### src/rtl/mt_pkg.sv
package mt_pkg;
    localparam int BUS_W      = 32;
    localparam int SRC_W      = 2;
    localparam int PRE_W      = 3;
    localparam int NUM_SRC    = 1 << SRC_W;
    localparam int DIV_W      = (1 << PRE_W) - 1;
    localparam int SYNC_TICKS = 2;

    localparam int OFF_IE   = 'h00;
    localparam int OFF_ST   = 'h04;
    localparam int SUB_CTL  = 'h0;
    localparam int SUB_INTV = 'h4;
    localparam int SUB_CNT  = 'h8;

    // field order fixes the bit positions of the control word
    typedef struct packed {
        logic             oneshot;
        logic [PRE_W-1:0] pre;
        logic [SRC_W-1:0] src;
        logic             reload;
        logic             en;
    } mt_ctl_t;

    localparam int CTL_W = $bits(mt_ctl_t);
endpackage

### src/rtl/mt_tick_div.sv
module mt_tick_div
    import mt_pkg::*;
(
    input  logic             clk_i,
    input  logic             rst_ni,
    input  logic             clear_i,
    input  logic             tick_i,
    input  logic [PRE_W-1:0] code_i,
    output logic             ptick_o
);
    typedef struct packed {
        logic [DIV_W-1:0] acc;
    } div_t;

    div_t             div_d, div_q;
    logic [DIV_W-1:0] mask;

    always_comb begin
        div_d   = div_q;
        mask    = DIV_W'((32'd1 << code_i) - 32'd1);
        ptick_o = 1'b0;
        if (clear_i) begin
            div_d.acc = '0;
        end else if (tick_i) begin
            div_d.acc = div_q.acc + 1'b1;
            ptick_o   = ((div_q.acc & mask) == mask);
        end
    end

    always_ff @(posedge clk_i or negedge rst_ni) begin
        if (!rst_ni) div_q <= '0;
        else         div_q <= div_d;
    end
endmodule

### src/rtl/mt_channel.sv
module mt_channel
    import mt_pkg::*;
#(
    parameter int CNT_W = 32
) (
    input  logic               clk_i,
    input  logic               rst_ni,
    input  logic [NUM_SRC-1:0] tick_i,
    input  logic               ctl_we_i,
    input  mt_ctl_t            ctl_wdata_i,
    input  logic               intv_we_i,
    input  logic [CNT_W-1:0]   intv_wdata_i,
    output mt_ctl_t            ctl_o,
    output logic [CNT_W-1:0]   intv_o,
    output logic [CNT_W-1:0]   cnt_o,
    output logic               run_o,
    output logic               expire_o
);
    localparam int SYNC_W = $clog2(SYNC_TICKS + 1);

    typedef struct packed {
        mt_ctl_t           ctl;
        logic [CNT_W-1:0]  intv;
        logic [CNT_W-1:0]  cnt;
        logic              run;
        logic [SYNC_W-1:0] sync;
    } chan_t;

    chan_t ch_d, ch_q;
    logic  src_tick, ptick, draining, halt;

    assign src_tick = tick_i[ch_q.ctl.src];

    mt_tick_div u_div (
        .clk_i   (clk_i),
        .rst_ni  (rst_ni),
        .clear_i (!ch_q.run),
        .tick_i  (src_tick),
        .code_i  (ch_q.ctl.pre),
        .ptick_o (ptick)
    );

    always_comb begin
        ch_d     = ch_q;
        expire_o = 1'b0;
        draining = ch_q.run && !ch_q.ctl.en;
        halt     = draining && src_tick && (ch_q.sync == SYNC_W'(SYNC_TICKS - 1));

        // stopping window measured in selected source ticks
        if (draining) begin
            if (src_tick) begin
                if (halt) begin
                    ch_d.run  = 1'b0;
                    ch_d.sync = '0;
                end else begin
                    ch_d.sync = ch_q.sync + 1'b1;
                end
            end
        end else begin
            ch_d.sync = '0;
            ch_d.run  = ch_q.ctl.en;
        end

        if (ptick && !halt) begin
            if (ch_q.ctl.reload) begin
                ch_d.cnt        = ch_q.intv;
                ch_d.ctl.reload = 1'b0;
            end else if (ch_q.cnt == '0) begin
                expire_o = 1'b1;
                if (ch_q.ctl.oneshot) begin
                    ch_d.ctl.en = 1'b0;
                    ch_d.run    = 1'b0;
                    ch_d.sync   = '0;
                end else begin
                    ch_d.cnt = ch_q.intv;
                end
            end else begin
                ch_d.cnt = ch_q.cnt - 1'b1;
            end
        end

        // software writes take priority over the tick updates
        if (ctl_we_i) begin
            ch_d.ctl.en      = ctl_wdata_i.en;
            ch_d.ctl.src     = ctl_wdata_i.src;
            ch_d.ctl.pre     = ctl_wdata_i.pre;
            ch_d.ctl.oneshot = ctl_wdata_i.oneshot;
            if (ctl_wdata_i.reload) ch_d.ctl.reload = 1'b1;
        end
        if (intv_we_i) ch_d.intv = intv_wdata_i;
    end

    always_ff @(posedge clk_i or negedge rst_ni) begin
        if (!rst_ni) ch_q <= '0;
        else         ch_q <= ch_d;
    end

    assign ctl_o  = ch_q.ctl;
    assign intv_o = ch_q.intv;
    assign cnt_o  = ch_q.cnt;
    assign run_o  = ch_q.run;
endmodule

### src/rtl/multi_timer.sv
module multi_timer
    import mt_pkg::*;
#(
    parameter int NUM_CH = 2,
    parameter int CNT_W  = 32,
    parameter int ADDR_W = 8
) (
    input  logic               clk_i,
    input  logic               rst_ni,
    input  logic               bus_we_i,
    input  logic [ADDR_W-1:0]  bus_addr_i,
    input  logic [BUS_W-1:0]   bus_wdata_i,
    output logic [BUS_W-1:0]   bus_rdata_o,
    input  logic [NUM_SRC-1:0] tick_i,
    output logic               irq_o
);
    localparam int SEL_W = ADDR_W - 4;

    typedef struct packed {
        logic [NUM_CH-1:0] ie;
        logic [NUM_CH-1:0] st;
    } top_t;

    top_t                         top_d, top_q;
    logic [SEL_W-1:0]             sel;
    logic [3:0]                   off;
    logic                         ie_wr, st_wr;
    logic [NUM_CH-1:0]            ie_cur, st_cur;
    logic [NUM_CH-1:0]            ch_run, ch_exp, ch_oneshot;
    logic [NUM_CH-1:0][CNT_W-1:0] ch_cnt, ch_intv;
    mt_ctl_t                      ch_ctl [NUM_CH];

    assign sel   = bus_addr_i[ADDR_W-1:4];
    assign off   = bus_addr_i[3:0];
    assign ie_wr = bus_we_i && (bus_addr_i == ADDR_W'(OFF_IE));
    assign st_wr = bus_we_i && (bus_addr_i == ADDR_W'(OFF_ST));

    for (genvar i = 0; i < NUM_CH; i++) begin : g_ch
        logic hit;
        assign hit = (sel == SEL_W'(i + 1));

        mt_channel #(.CNT_W(CNT_W)) u_ch (
            .clk_i        (clk_i),
            .rst_ni       (rst_ni),
            .tick_i       (tick_i),
            .ctl_we_i     (bus_we_i && hit && (off == 4'(SUB_CTL))),
            .ctl_wdata_i  (mt_ctl_t'(bus_wdata_i[CTL_W-1:0])),
            .intv_we_i    (bus_we_i && hit && (off == 4'(SUB_INTV))),
            .intv_wdata_i (bus_wdata_i[CNT_W-1:0]),
            .ctl_o        (ch_ctl[i]),
            .intv_o       (ch_intv[i]),
            .cnt_o        (ch_cnt[i]),
            .run_o        (ch_run[i]),
            .expire_o     (ch_exp[i])
        );
        assign ch_oneshot[i] = ch_ctl[i].oneshot;
    end

    always_comb begin
        top_d = top_q;
        if (ie_wr) top_d.ie = bus_wdata_i[NUM_CH-1:0];
        // a fresh expiry outranks a clear in the same cycle
        top_d.st = (top_q.st & ~(st_wr ? bus_wdata_i[NUM_CH-1:0] : '0)) | ch_exp;
    end

    always_ff @(posedge clk_i or negedge rst_ni) begin
        if (!rst_ni) top_q <= '0;
        else         top_q <= top_d;
    end

    assign ie_cur = top_q.ie;
    assign st_cur = top_q.st;
    assign irq_o  = |(top_q.st & top_q.ie);

    always_comb begin
        bus_rdata_o = '0;
        if (bus_addr_i == ADDR_W'(OFF_IE)) bus_rdata_o = BUS_W'(top_q.ie);
        if (bus_addr_i == ADDR_W'(OFF_ST)) bus_rdata_o = BUS_W'(top_q.st);
        for (int i = 0; i < NUM_CH; i++) begin
            if (sel == SEL_W'(i + 1)) begin
                if (off == 4'(SUB_CTL))  bus_rdata_o = BUS_W'(ch_ctl[i]);
                if (off == 4'(SUB_INTV)) bus_rdata_o = BUS_W'(ch_intv[i]);
                if (off == 4'(SUB_CNT))  bus_rdata_o = BUS_W'(ch_cnt[i]);
            end
        end
    end
endmodule

### config.mk
export PLATFORM = sky130hd
export DESIGN_NAME = multi_timer
export DESIGN_NICKNAME = d
export VERILOG_FILES = /design/src/rtl/mt_pkg.sv /design/src/rtl/mt_tick_div.sv /design/src/rtl/mt_channel.sv /design/src/rtl/multi_timer.sv
export SDC_FILE = /design/constraint.sdc
export NUM_CORES = 1
export LEC_CHECK = 0
export ABC_AREA = 1
export BUFFER_PORTS_ARGS = -buffer_cell sky130_fd_sc_hd__buf_2
export CORE_ASPECT_RATIO = 0.7
export CORE_MARGIN = 4
export CORE_UTILIZATION = 50
export CTS_BUF_LIST = sky130_fd_sc_hd__clkbuf_8
export CTS_CLUSTER_DIAMETER = 120
export DETAILED_ROUTE_END_ITERATION = 12
export GPL_TIMING_DRIVEN = 1
export PLACE_DENSITY = 0.79
export SLEW_MARGIN = 40
export SYNTH_ARGS = -nofsm -noshare
export SYNTH_HDL_FRONTEND = slang
export SYNTH_SLANG_ARGS = --single-unit
export TNS_END_PERCENT = 30
### constraint.sdc
create_clock -name clk_i -period 3.94 [get_ports clk_i]
set_input_delay 1.182 -clock clk_i [delete_from_list [all_inputs] [get_ports clk_i]]
set_output_delay 1.182 -clock clk_i [all_outputs]
set_load 0.02 [all_outputs]
==> results by group <==
Final layout
  – Nets: 1718
  – Ant. Diodes: 0
  – Synth-to-Final Area Change: 10.5%
  – Fillers: 1984
  – Share of layout cells above drive strength 1: 10.4%

Detailed routing
  – Drt via density: 5.64
  – Drt drc: 0
  – Vias: 11000
  – TritonRoute pass-1 iters: 7
  – Wirelength per Cell: 17.8 um
  – Final WL: 34900 um
  – DRT antenna net count: 0
  – Iter 0 DRT Violations: 1298

CTS
  – CTS tree: built
  – CTS root buf: clkbuf_8
  – # H-tree levels: 4
  – Cts bufs inserted: 17
  – Clock latency on the worst-skew pair: 0.48 ns
  – Clock Path Buffers: 2
  – Clk sink count: 168
  – Worst-path clk slew: 0.09 ns
  – Hold-fix buffers, CTS: 0

Pwr
  – Pwr Density: 912 nW/um^2
  – P_int: 4880 uW
  – Total power: 10800 uW
  – Clk pwr share: 12.6%
  – Worst vdd ir: 0.521 mV
  – Sw Pwr: 5930 uW
  – Seq pwr share: 24.5%
  – Combinational share of power: 62.9%
  – Switching share of power: 54.9%
  – Static Leak: 0.00623 uW

Place
  – DP Wirelength: 25900 um
  – DP Worst Slack: 0.0735 ns
  – Count of buffers from port buffering: 79
  – Final Wtd Congestion: 1.00

Floorplanning
  – Die X: 183 um
  – Row count: 44
  – Core area: 20900 um^2
  – Die area: 23900 um^2
  – Starting density of the core: 51.3%
  – Die Ht: 131 um
  – IO Pins: 80

Worst hold path
  – Hold_sp: g_ch[1].u_ch.ch_q[1]
  – Hold Path Cell Cnt: 2
  – Hold Path Sink: g_ch[1].u_ch.ch_q[1]
  – HP Class: reg2reg

Global routing
  – Total global-route track usage: 29.5%
  – Total congestion overflow: 0
  – Number of global-route vias before repair: 10100
  – First-pass GRT wire length: 55500 um
  – Largest net degree at the start of global routing: 73
  – Initial antenna violation count: 0

Job
  – MaxCap Viol Count: 0

Worst setup path
  – Worst endpoint required time: 2.76 ns
  – Startpoint types: input pin
  – Kind of critical path: in2out
  – Crit. End Element: output port
  – CP max stage delay: 0.22 ns
  – Crit-path cells: buf_2 -> nor2_2 -> nand2_4 -> buf_12 -> buf_4 -> o22ai_1 -> a22o_1 -> buf_2
  – Critical R2R Launch: g_ch[0].u_ch.cnt_o[0]
  – Crit-path max FO: 38
  – R2R Setup Slk: 1.35 ns
  – Reg2Reg Depth: 11
  – CP max stage cell: o22ai_1
  – Worst reg2reg endpoint: g_ch[0].u_ch.cnt_o[14]
  – WP data arrival: 2.65 ns
  – Critical Path Most Common Cell: buf_2

Yosys
  – Register area share after synthesis: 39.2%
  – Syn Std Cell Area: 10700 um^2
  – Main synth FF type: dfrtp_1
  – EDFF count, synth: 0
  – Count of different cell masters after synthesis: 34
  – Synth Instances: 1606
  – Syn Area/Cell: 6.68 um^2
  – Synthesized Nets: 1659
  – Synth Register Bits: 168
  – Ys Warns: 0
  – Synth async-reset ratio: 100%

STA
  – Slew Limit Fails: 0
  – RSZ-0062 raised after global routing: false
  – Final worst slack: 0.109 ns
  – Clock Skews: 0.0126 ns
  – Worst Tran Pin Value: 0.704 ns
  – Fmax achieved: 0.261 GHz
  – Fin crit period: 3.83 ns
  – Period utilisation layout: 97.2%
  – Hold Vio Cnt, Final: 0
  – Setup violators final: 0
  – Hold_ws: 0.504 ns
  – Slew headroom: 53.1%
  – TNS Setup: 0 ns

Outcome
  – Status: finished, final reports clean
final cells by class:
cell class | instances | area, um^2 | share of cell area (%)
clock buffer | 19 | 262 | 2.21
clock inverter | 13 | 151 | 1.28
inverter | 198 | 743 | 6.27
multi-input combinational | 1178 | 5490 | 46.3
sequential | 168 | 4200 | 35.5
tap | 276 | 345 | 2.91
timing repair buffer | 102 | 662 | 5.58
Yosys cell counts, types with 20 or more instances:
master	number	share of area, %
buf_2	27	1.3
dfrtp_1	168	39
nand3_1	86	4.0
nand4_1	32	1.9
a22o_1	25	2.0
clkbuf_1	20	0.70
o21ai_0	119	5.5
xor2_1	20	1.6
nand2_1	576	20
o22ai_1	57	3.3
nor2_1	177	6.2
inv_1	192	6.7
metal layers:
layer  vias to the layer above  part of all wire (%)  GRT usage (%)
li1                       5255                     -              -
met1                      5124                    45           44.3
met2                       571                    41           41.0
met3                        65                    12           9.24
met4                         0                   2.4           8.32
met5                         -                     0              0
critical path, delay by kind of cell:
kind / cells / cell delay, ns
compound gates: 2 / 0.43
buf+inv: 4 / 0.66
simple gates: 2 / 0.35
through the flow:
step	std cells	instance area, um^2	util, %
floorplan	1606	10700	-
global placement	1922	11400	54.7
detailed placement	1922	11400	54.7
CTS	1954	11800	56.6
global route	1954	11900	56.7
finish	1954	11900	56.7
placed cells by master, fill, tap and decap left out, types with 2 or more instances in the layout:
master,count
bufinv_16,3
o211ai_1,5
inv_1,196
nor2_2,13
o22ai_1,57
clkbuf_8,19
buf_2,78
xor2_1,20
nor3_1,10
nand2_2,4
nand2_4,3
buf_12,7
ha_1,6
o221ai_1,7
nor4_1,2
nand3_2,12
nand2_1,575
nand4_1,32
nor2_1,174
nand3_1,85
inv_2,5
buf_4,16
a22o_1,25
nor3b_1,2
o21ai_1,3
nor2_4,7
inv_6,3
a21oi_1,14
o21ai_0,119
dfrtp_1,168
clkinvlp_4,2
sequential cells by signal, indices dropped and copies added, names as in the netlist:
register,cells
g_ch.u_ch.cnt_o,64
g_ch.u_ch.intv_o,64
g_ch.u_ch.ctl_o,16
g_ch.u_ch.u_div.div_q,14
g_ch.u_ch.ch_q,4
g_ch.u_ch.run_o,2
ie_cur,2
st_cur,2
timing repair:
action / CTS / global route
hold endpoints to repair: 0 / 0
setup endpoints to repair: 0 / 6
buffers inserted: 0 / 0
gates resized for setup: 0 / 3
how the worst max path moves through the flow:
| stage | slack (ns) | depth (start not counted) | end | start |
|---|---|---|---|---|
| floorplan | 0.38 | 6 | bus_rdata_o[1] | bus_addr_i[1] |
| finish | 0.11 | 8 | bus_rdata_o[25] | bus_addr_i[1] |
| global route | 0.04 | 10 | bus_rdata_o[1] | bus_addr_i[7] |
| CTS | 0.02 | 8 | bus_rdata_o[25] | bus_addr_i[1] |
| detailed placement | 0.07 | 8 | bus_rdata_o[26] | bus_addr_i[1] |
| global placement | 0.16 | 8 | bus_rdata_o[1] | bus_addr_i[1] |
power by group through the flow:
stage                     sequential [uW]  combinational, uW  clock, uW
final                                2650               6800       1360
after floorplan                      2490               5100          0
after detailed placement             2650               6640          0
after CTS                            2620               6680       1360
after global routing                 2700               7700       1440
after global placement               2650               6560          0
logic make-up (layout without fill, tap and decap cells):
logic type | count (synthesis) | in the layout | share of synthesized area [%]
DFF | 168 | 168 | 39.2
and+or+nand+nor | 922 | 922 | 35.9
buffers and inverters | 260 | 332 | 9.99
AOI/OAI and AO/OA | 230 | 230 | 12.6
xor gates and xnor gates | 20 | 20 | 1.63
adders and majority gates | 6 | 6 | 0.699
(Power assumes the default switching activity.)
